--- src/rtl/irq_vector_ctrl.sv ---
module irq_vector_ctrl #(
  parameter int NUM_IRQ = 32,
  parameter logic [2*NUM_IRQ-1:0] SENSE = {(NUM_IRQ/4){8'hE4}}
) (
  input  logic               clk,
  input  logic               rst_n,
  input  logic [NUM_IRQ-1:0] irq_in,
  input  logic [2:0]         bus_addr,
  input  logic               bus_wr,
  input  logic               bus_rd,
  input  logic [31:0]        bus_wdata,
  output logic [31:0]        bus_rdata,
  output logic               irq_out
);
  localparam int IDXW = (NUM_IRQ > 1) ? $clog2(NUM_IRQ) : 1;
  localparam logic [2:0] A_STAT = 3'd0, A_PEND = 3'd1, A_EN = 3'd2, A_ACK = 3'd3,
                         A_SET = 3'd4, A_CLR = 3'd5, A_VEC = 3'd6, A_MST = 3'd7;

  logic [NUM_IRQ-1:0] status_q, enable_q, in_q, pending;
  logic [NUM_IRQ-1:0] edge_hit, lvl_hit, ack_m, wdata_n;
  logic [1:0]         master_q;
  logic [IDXW-1:0]    vec_idx;
  logic               vec_hit;
  logic [31:0]        vec_word;

  assign wdata_n = bus_wdata[NUM_IRQ-1:0];
  assign ack_m   = (bus_wr && bus_addr == A_ACK) ? wdata_n : '0;

  for (genvar g = 0; g < NUM_IRQ; g++) begin : g_sense
    localparam logic [1:0] S = SENSE[2*g +: 2];
    if (S == 2'd0) begin : g_rise
      assign edge_hit[g] = irq_in[g] & ~in_q[g];
      assign lvl_hit[g]  = 1'b0;
    end else if (S == 2'd1) begin : g_fall
      assign edge_hit[g] = ~irq_in[g] & in_q[g];
      assign lvl_hit[g]  = 1'b0;
    end else if (S == 2'd2) begin : g_high
      assign edge_hit[g] = 1'b0;
      assign lvl_hit[g]  = irq_in[g];
    end else begin : g_low
      assign edge_hit[g] = 1'b0;
      assign lvl_hit[g]  = ~irq_in[g];
    end
  end

  always_ff @(posedge clk) begin
    in_q <= irq_in;
    if (!rst_n) begin
      status_q <= '0;
      enable_q <= '0;
      master_q <= '0;
    end else begin
      status_q <= (status_q & ~ack_m) | edge_hit | (lvl_hit & ~ack_m);
      if (bus_wr) begin
        case (bus_addr)
          A_EN:    enable_q <= wdata_n;
          A_SET:   enable_q <= enable_q | wdata_n;
          A_CLR:   enable_q <= enable_q & ~wdata_n;
          A_MST:   master_q <= bus_wdata[1:0];
          default: ;
        endcase
      end
    end
  end

  assign pending = status_q & enable_q;
  assign irq_out = master_q[0] & (|pending);

  always_comb begin
    vec_hit = 1'b0;
    vec_idx = '0;
    for (int i = NUM_IRQ - 1; i >= 0; i--) begin
      if (pending[i]) begin
        vec_hit = 1'b1;
        vec_idx = IDXW'(i);
      end
    end
  end

  assign vec_word = vec_hit ? 32'(vec_idx) : 32'hFFFF_FFFF;

  always_comb begin
    bus_rdata = '0;
    if (bus_rd) begin
      case (bus_addr)
        A_STAT:  bus_rdata = 32'(status_q);
        A_PEND:  bus_rdata = 32'(pending);
        A_EN:    bus_rdata = 32'(enable_q);
        A_VEC:   bus_rdata = vec_word;
        A_MST:   bus_rdata = {30'd0, master_q};
        default: bus_rdata = '0;
      endcase
    end
  end

  a_r3_set_enable: assert property (@(posedge clk) disable iff (!rst_n)
    (bus_wr && bus_addr == A_SET) |=> ((enable_q & $past(wdata_n)) == $past(wdata_n)));

  a_r3_clr_enable: assert property (@(posedge clk) disable iff (!rst_n)
    (bus_wr && bus_addr == A_CLR) |=> ((enable_q & $past(wdata_n)) == '0));

  a_r4_ack_clears: assert property (@(posedge clk) disable iff (!rst_n)
    (bus_wr && bus_addr == A_ACK) |=> ((status_q & $past(wdata_n & ~edge_hit)) == '0));

  a_r7_level_sticks: assert property (@(posedge clk) disable iff (!rst_n)
    (|(lvl_hit & ~ack_m)) |=> ((status_q & $past(lvl_hit & ~ack_m)) == $past(lvl_hit & ~ack_m)));

  a_r11_edge_kept: assert property (@(posedge clk) disable iff (!rst_n)
    (|edge_hit) |=> ((status_q & $past(edge_hit)) == $past(edge_hit)));

  a_r9_lowest_first: assert property (@(posedge clk) disable iff (!rst_n)
    vec_hit |-> (pending[vec_idx] && ((pending & ((NUM_IRQ'(1) << vec_idx) - NUM_IRQ'(1))) == '0)));
endmodule

--- config.mk ---
export PLATFORM = sky130hd
export DESIGN_NAME = irq_vector_ctrl
export DESIGN_NICKNAME = d
export VERILOG_FILES = /design/src/rtl/irq_vector_ctrl.sv
export SDC_FILE = /design/constraint.sdc
export NUM_CORES = 1
export LEC_CHECK = 0
export ABC_AREA = 0
export ABC_CLOCK_PERIOD_IN_PS = 3000
export CAP_MARGIN = 0
export CORE_MARGIN = 2
export CORE_UTILIZATION = 50
export CTS_CLUSTER_DIAMETER = 100
export DETAILED_ROUTE_END_ITERATION = 7
export DONT_BUFFER_PORTS = 1
export RECOVER_POWER = 100
export SLEW_MARGIN = 20
export SYNTH_ARGS = -nofsm -noshare
export SYNTH_HDL_FRONTEND = slang
export SYNTH_SLANG_ARGS = --single-unit
--- constraint.sdc ---
create_clock -name clk -period 3 [get_ports clk]
set_input_delay 0.15 -clock clk [delete_from_list [all_inputs] [get_ports clk]]
set_output_delay 0.15 -clock clk [all_outputs]
set_load 0.005 [all_outputs]
# [Yosys cells after proc, flatten, opt, wreduce, memory -nomap -nowiden]
# Cells that the tools add are included.
[totals] ff_bits=96 inputBits=71 output_inout_bits=33 wordCells=136
[op_classes] n_eq_ne=7 mux=69 bitwise_logic=50 reduce_logical=6
[ops] op="5-bit 2-to-1 mux" count=32
[ops] op="32-bit case mux with 5 select lines" count=1
[ops] op="32-bit AND" count=4
[ops] op="32-bit 2-to-1 mux" count=3
[ops] op="32-bit case mux with 3 select lines" count=1
[ops] op="32-bit inverter" count=2
[ops] op="32-bit bitwise OR" count=2
[ops] op="1-bit 2-to-1 mux" count=32
[ops] op="32-bit by 30-bit bitwise OR with 32-bit output" count=1
[ops] op="32-bit OR reduction" count=1
[ops] op="1-bit inverter" count=24
[ops] op="1-bit AND" count=17
[ops] op="3-bit == test, second input constant" count=4
[ops] op="3-bit by 2-bit == test with 1-bit output, second input constant" count=2
[ops] op="2-bit AND reduction" count=2
[ops] op="3-bit by 1-bit == test with 1-bit output, second input constant" count=1
[ops] op="3-bit logical NOT" count=1
[ops] op="3-bit nonzero test" count=1
[ops] op="1-bit logical AND" count=1

# [Depth between registers and ports, before layout]
[depth] depth_word=36 mapped_depth=9

# [Worst setup path before layout]
# OpenSTA, ideal clock, no wires.
[synth_path] path_type="reg-to-output" startpoint="reg status_q[11]" endpoint="out bus_rdata[1]" arrival_ns=2.004 required_ns=2.850 setup_slack_ns=0.845 stages_incl_launch_ff=6 n_path_buf=0 cell_sequence="dfxtp_1 > a22o_1 > or4_4 > or4_4 > a31o_1 > a21oi_2"
[synth_between] elab_chain_cells=16
[synth_lines] item="start, declared" line="19" rtl="logic [NUM_IRQ-1:0] status_q, enable_q, in_q, pending;"
[synth_lines] item="start signal, assigned" line="53" rtl="status_q <= (status_q & ~ack_m) | edge_hit | (lvl_hit & ~ack_m);"
[synth_lines] item="32-bit AND *" line="66" rtl="assign pending = status_q & enable_q;"
[synth_lines] item="5-bit 2-to-1 mux / 1-bit 2-to-1 mux (equally long branches) (12 in a row)" line="73" rtl="if (pending[i]) begin"
[synth_lines] item="32-bit 2-to-1 mux *" line="80" rtl="assign vec_word = vec_hit ? 32'(vec_idx) : 32'hFFFF_FFFF;"
[synth_lines] item="32-bit case mux with 5 select lines *" line="85" rtl="case (bus_addr)"
[synth_lines] item="32-bit 2-to-1 mux *" line="84" rtl="if (bus_rd) begin"
[synth_lines] item="end, declared" line="12" rtl="output logic [31:0] bus_rdata,"
# Every way passes the cells marked *; elsewhere a longest branch is shown, timed or not.

# [Final worst setup path]
[layout_path] startpoint="reg status_q[11]" endpoint="out bus_rdata[0]"
# Same word-level chain as after synthesis.

==> results.md <==
* Hold_buf cts at 67
* CTS tree: yes
* Fillers at around 800
* CP Data Required Time at between 2 and 3 ns
* DIE HEIGHT at roughly 99 um
* Synth Instances at about 590
* Worst Path Arrival at 2.60 ns
* Clk_skew at slightly below 0.005 ns
* Endpoints failing hold at 0
* Slowest stage cell, crit path: or4_1
* Grt total ovfl at 0
* Crit path max fanout at 6
* Max clock buf depth at 2
* Via density at between 6 and 7
* Failing checks: max-capacitance violations, max-slew violations
* Die footprint at roughly 10000 sq um
* Core region area at 8721 sq um
* Port bufs at 0
* Layout overhead on the synthesized area at 21.14%
* Commonest non-fill, non-tap cell in the layout: nor2b_1
* Initial Util at 51.32%
* Placer Congestion at about 0.85
* CP startpoint kind: flip-flop
* Compound-gate portion of the synthesized area at 35.11%
* CP Class: flip-flop to output pin
* Setup Viol. Count Final at 0
* Antenna-violating nets left at 0
* Critical path capture point type: output pin
* Share of layout cells above drive strength 1 at roughly 4.7%
* Synth area leader: dfxtp_1
* Post-synthesis xor/xnor area fraction at 0%
* Synth Area in Simple Gates at 23.87%
* Pin count of the biggest net entering global routing at roughly 50
* Commonest non-fill, non-tap cells in the layout: nor2b_1 (97), o21ai_0 (82), dfxtp_1 (82)
* Root buffer cell: clkbuf_8
* Fmax at about 360 MHz
* Crit-path most repeated cell: or4_1
* Layout net count at 710
* Total Wirelength at 14280 um
* Sequential area share after synthesis at 36.68%
* Min Tclk post-route at between 2 and 3 ns
* I/O Pins at around 100
* Slew Viols, Final at 34
* Fin Setup TNS at 0 ns
* First-pass GRT wire length at roughly 23000 um
* Largest cells by area after synthesis: dfxtp_1 (37%), nor2b_1 (14%), o21ai_0 (9.2%)
* Post CTS Setup Buffer Count at 0
* CP Cell Sequence: a22o_1 -> or4_1 -> or4_1 -> and3_1 -> a21oi_1
* Clk Latency, worst-skew pair at between 0.3 and 0.4 ns
* Worst R2R Setup Slack at ~1.7 ns
* Post-CTS sizing at 0
* DP Cell Count at between 600 and 700
* H-tree depth at 3
* Post-Syn Nets at 659
* Post-Syn Area at ~4500 sq um
* Initial DRT Pass Iterations at 5
* Gr usage total at between 20 and 30%
* Relative slew slack at -1.326%
* Site row count at 34
* RSZ-0062 raised after global routing: no
* Largest stage delay, worst path at ~0.58 ns
* Adder-Cell Fraction of Synth Area at 0%
* Least-Margin Pin Slew at between 1.5 and 2 ns
* Ant diodes at 0
* Status: complete, but fails checks
* Avg Cell Area, Syn at between 7 and 8 sq um
* Worst-path clk slew at around 0.09 ns
* Dpl hpwl at between 8000 and 9000 um
* FF+latch count, synth at a little over 80
* Sink Count at 82
* Cell variety after synth at 39
* Largest family of logic cells by synthesized area: compound AO/OA/AOI/OAI gates
* Vias in the first global route at 4480
* Vias at around 4600
* Initial antenna violation count at 0
* Top cell type's share of synthesized area at ~37%
* Residual DRC at 0
* Post-Layout Cell Count at 752
* Period utilisation layout at 91.61%
* Die Width at a little under 100 um
* Yosys Warn Count at 0
* Post-synthesis mux area share at 0%
* CTS buffer count at 9
* Worst ir drop on vdd at roughly 0.28 mV
* Worst hold path class: input pin to flip-flop
* Routed WL per cell at ~19 um
* DRT iter0 DRCs at a little under 300
* Max-cap viol count at 1
* PwrDens at roughly 450 nW/um^2
* Static Leak at roughly 1.9 nW
==> where the power goes <==
part | internal [mW] | switching, mW
Sequential | 1.15 | 0.0649
Combinational | 0.193 | 0.186
Clock | 0.413 | 0.435
==> Yosys cell counts <==
cell        n
a2111oi_0   1
a211oi_1    1
a21boi_0    2
a21boi_1    1
a21o_1      3
a21oi_1    69
a21oi_2     1
a221oi_1    2
a222oi_1    2
a22o_1      8
a22oi_1    38
a311oi_1    1
a31o_1      2
a31oi_1     1
a32o_1      2
a32oi_1     3
and2_1      2
and3_1      3
and3b_1     1
buf_2       5
clkbuf_1   34
dfxtp_1    82
inv_1      11
nand2_1    71
nand2b_1    2
nand3_1     8
nand3b_1    3
nand4_1     1
nor2_1      7
nor2_2      1
nor2b_1    98
nor4_1      1
o2111ai_1   3
o211ai_1    2
o21a_1     30
o21ai_0    82
o31ai_1     1
or3_1       1
or4_4       2
==> layer usage <==
metal	track usage [%]	vias up	share of wire, %
li1	-	2197	-
met1	37.98	2172	45
met2	50.29	160	48
met3	5.674	23	5.7
met4	9.589	0	1.8
met5	0	-	0
==> path summary, 6_finish.rpt <==
| path | startpoint | end | cells after the start |
|---|---|---|---|
| max reg2reg | status_q[31]$_SDFF_PN0_ | status_q[31]$_SDFF_PN0_ | 3 |
| max | status_q[11]$_SDFF_PN0_ | bus_rdata[0] | 5 |
| min reg2reg | master_q[0]$_SDFFE_PN0P_ | master_q[0]$_SDFFE_PN0P_ | 2 |
| min | irq_in[21] | status_q[21]$_SDFF_PN0_ | 3 |
==> metrics by stage <==
step / area [sq um] / hold slack (ns) / util, % / total power, mW / setup WS [ns]
3_3_place_gp: 4559 / 0.1778 / 52.28 / 1.515 / 0.7394
2_1_floorplan: 4476 / 0.1777 / - / 1.462 / 0.8455
6_report: 5421 / 0.007646 / 62.17 / 2.441 / 0.2518
4_1_cts: 5445 / 0.0005591 / 62.44 / 2.452 / 0.3094
5_1_grt: 5421 / 0.01266 / 62.17 / 2.535 / 0.06719
3_5_place_dp: 4559 / 0.1778 / 52.28 / 1.523 / 0.7064
==> layout make-up <==
type,count,area [sq um],share of cell area [%]
multi-input cells,456,2641,48.72
flip-flops and latches,82,1642,30.28
repair buffers,79,757.0,13.96
clock buffers,11,141.4,2.608
well taps,108,135.1,2.493
clock inverters,5,63.81,1.177
inverters,11,41.29,0.7616
==> kinds of logic (layout without fill, tap and decap cells) <==
family,count (synthesis),after routing
AOI/OAI and AO/OA,255,255
buffers and inverters,50,106
DFF,82,82
and+or+nand+nor,201,201
==> registers in the layout, indices dropped and copies added (netlist names) <==
signal and cells:
master_q 2, in_q 16, enable_q 32, status_q 32
==> critical path, delay by kind of cell (launching register included) <==
kind,cells,cell delay (ns)
simple gates,3,1.34
flops,1,0.35
compound gates,2,0.54
Power figures use the tool's default switching activity.
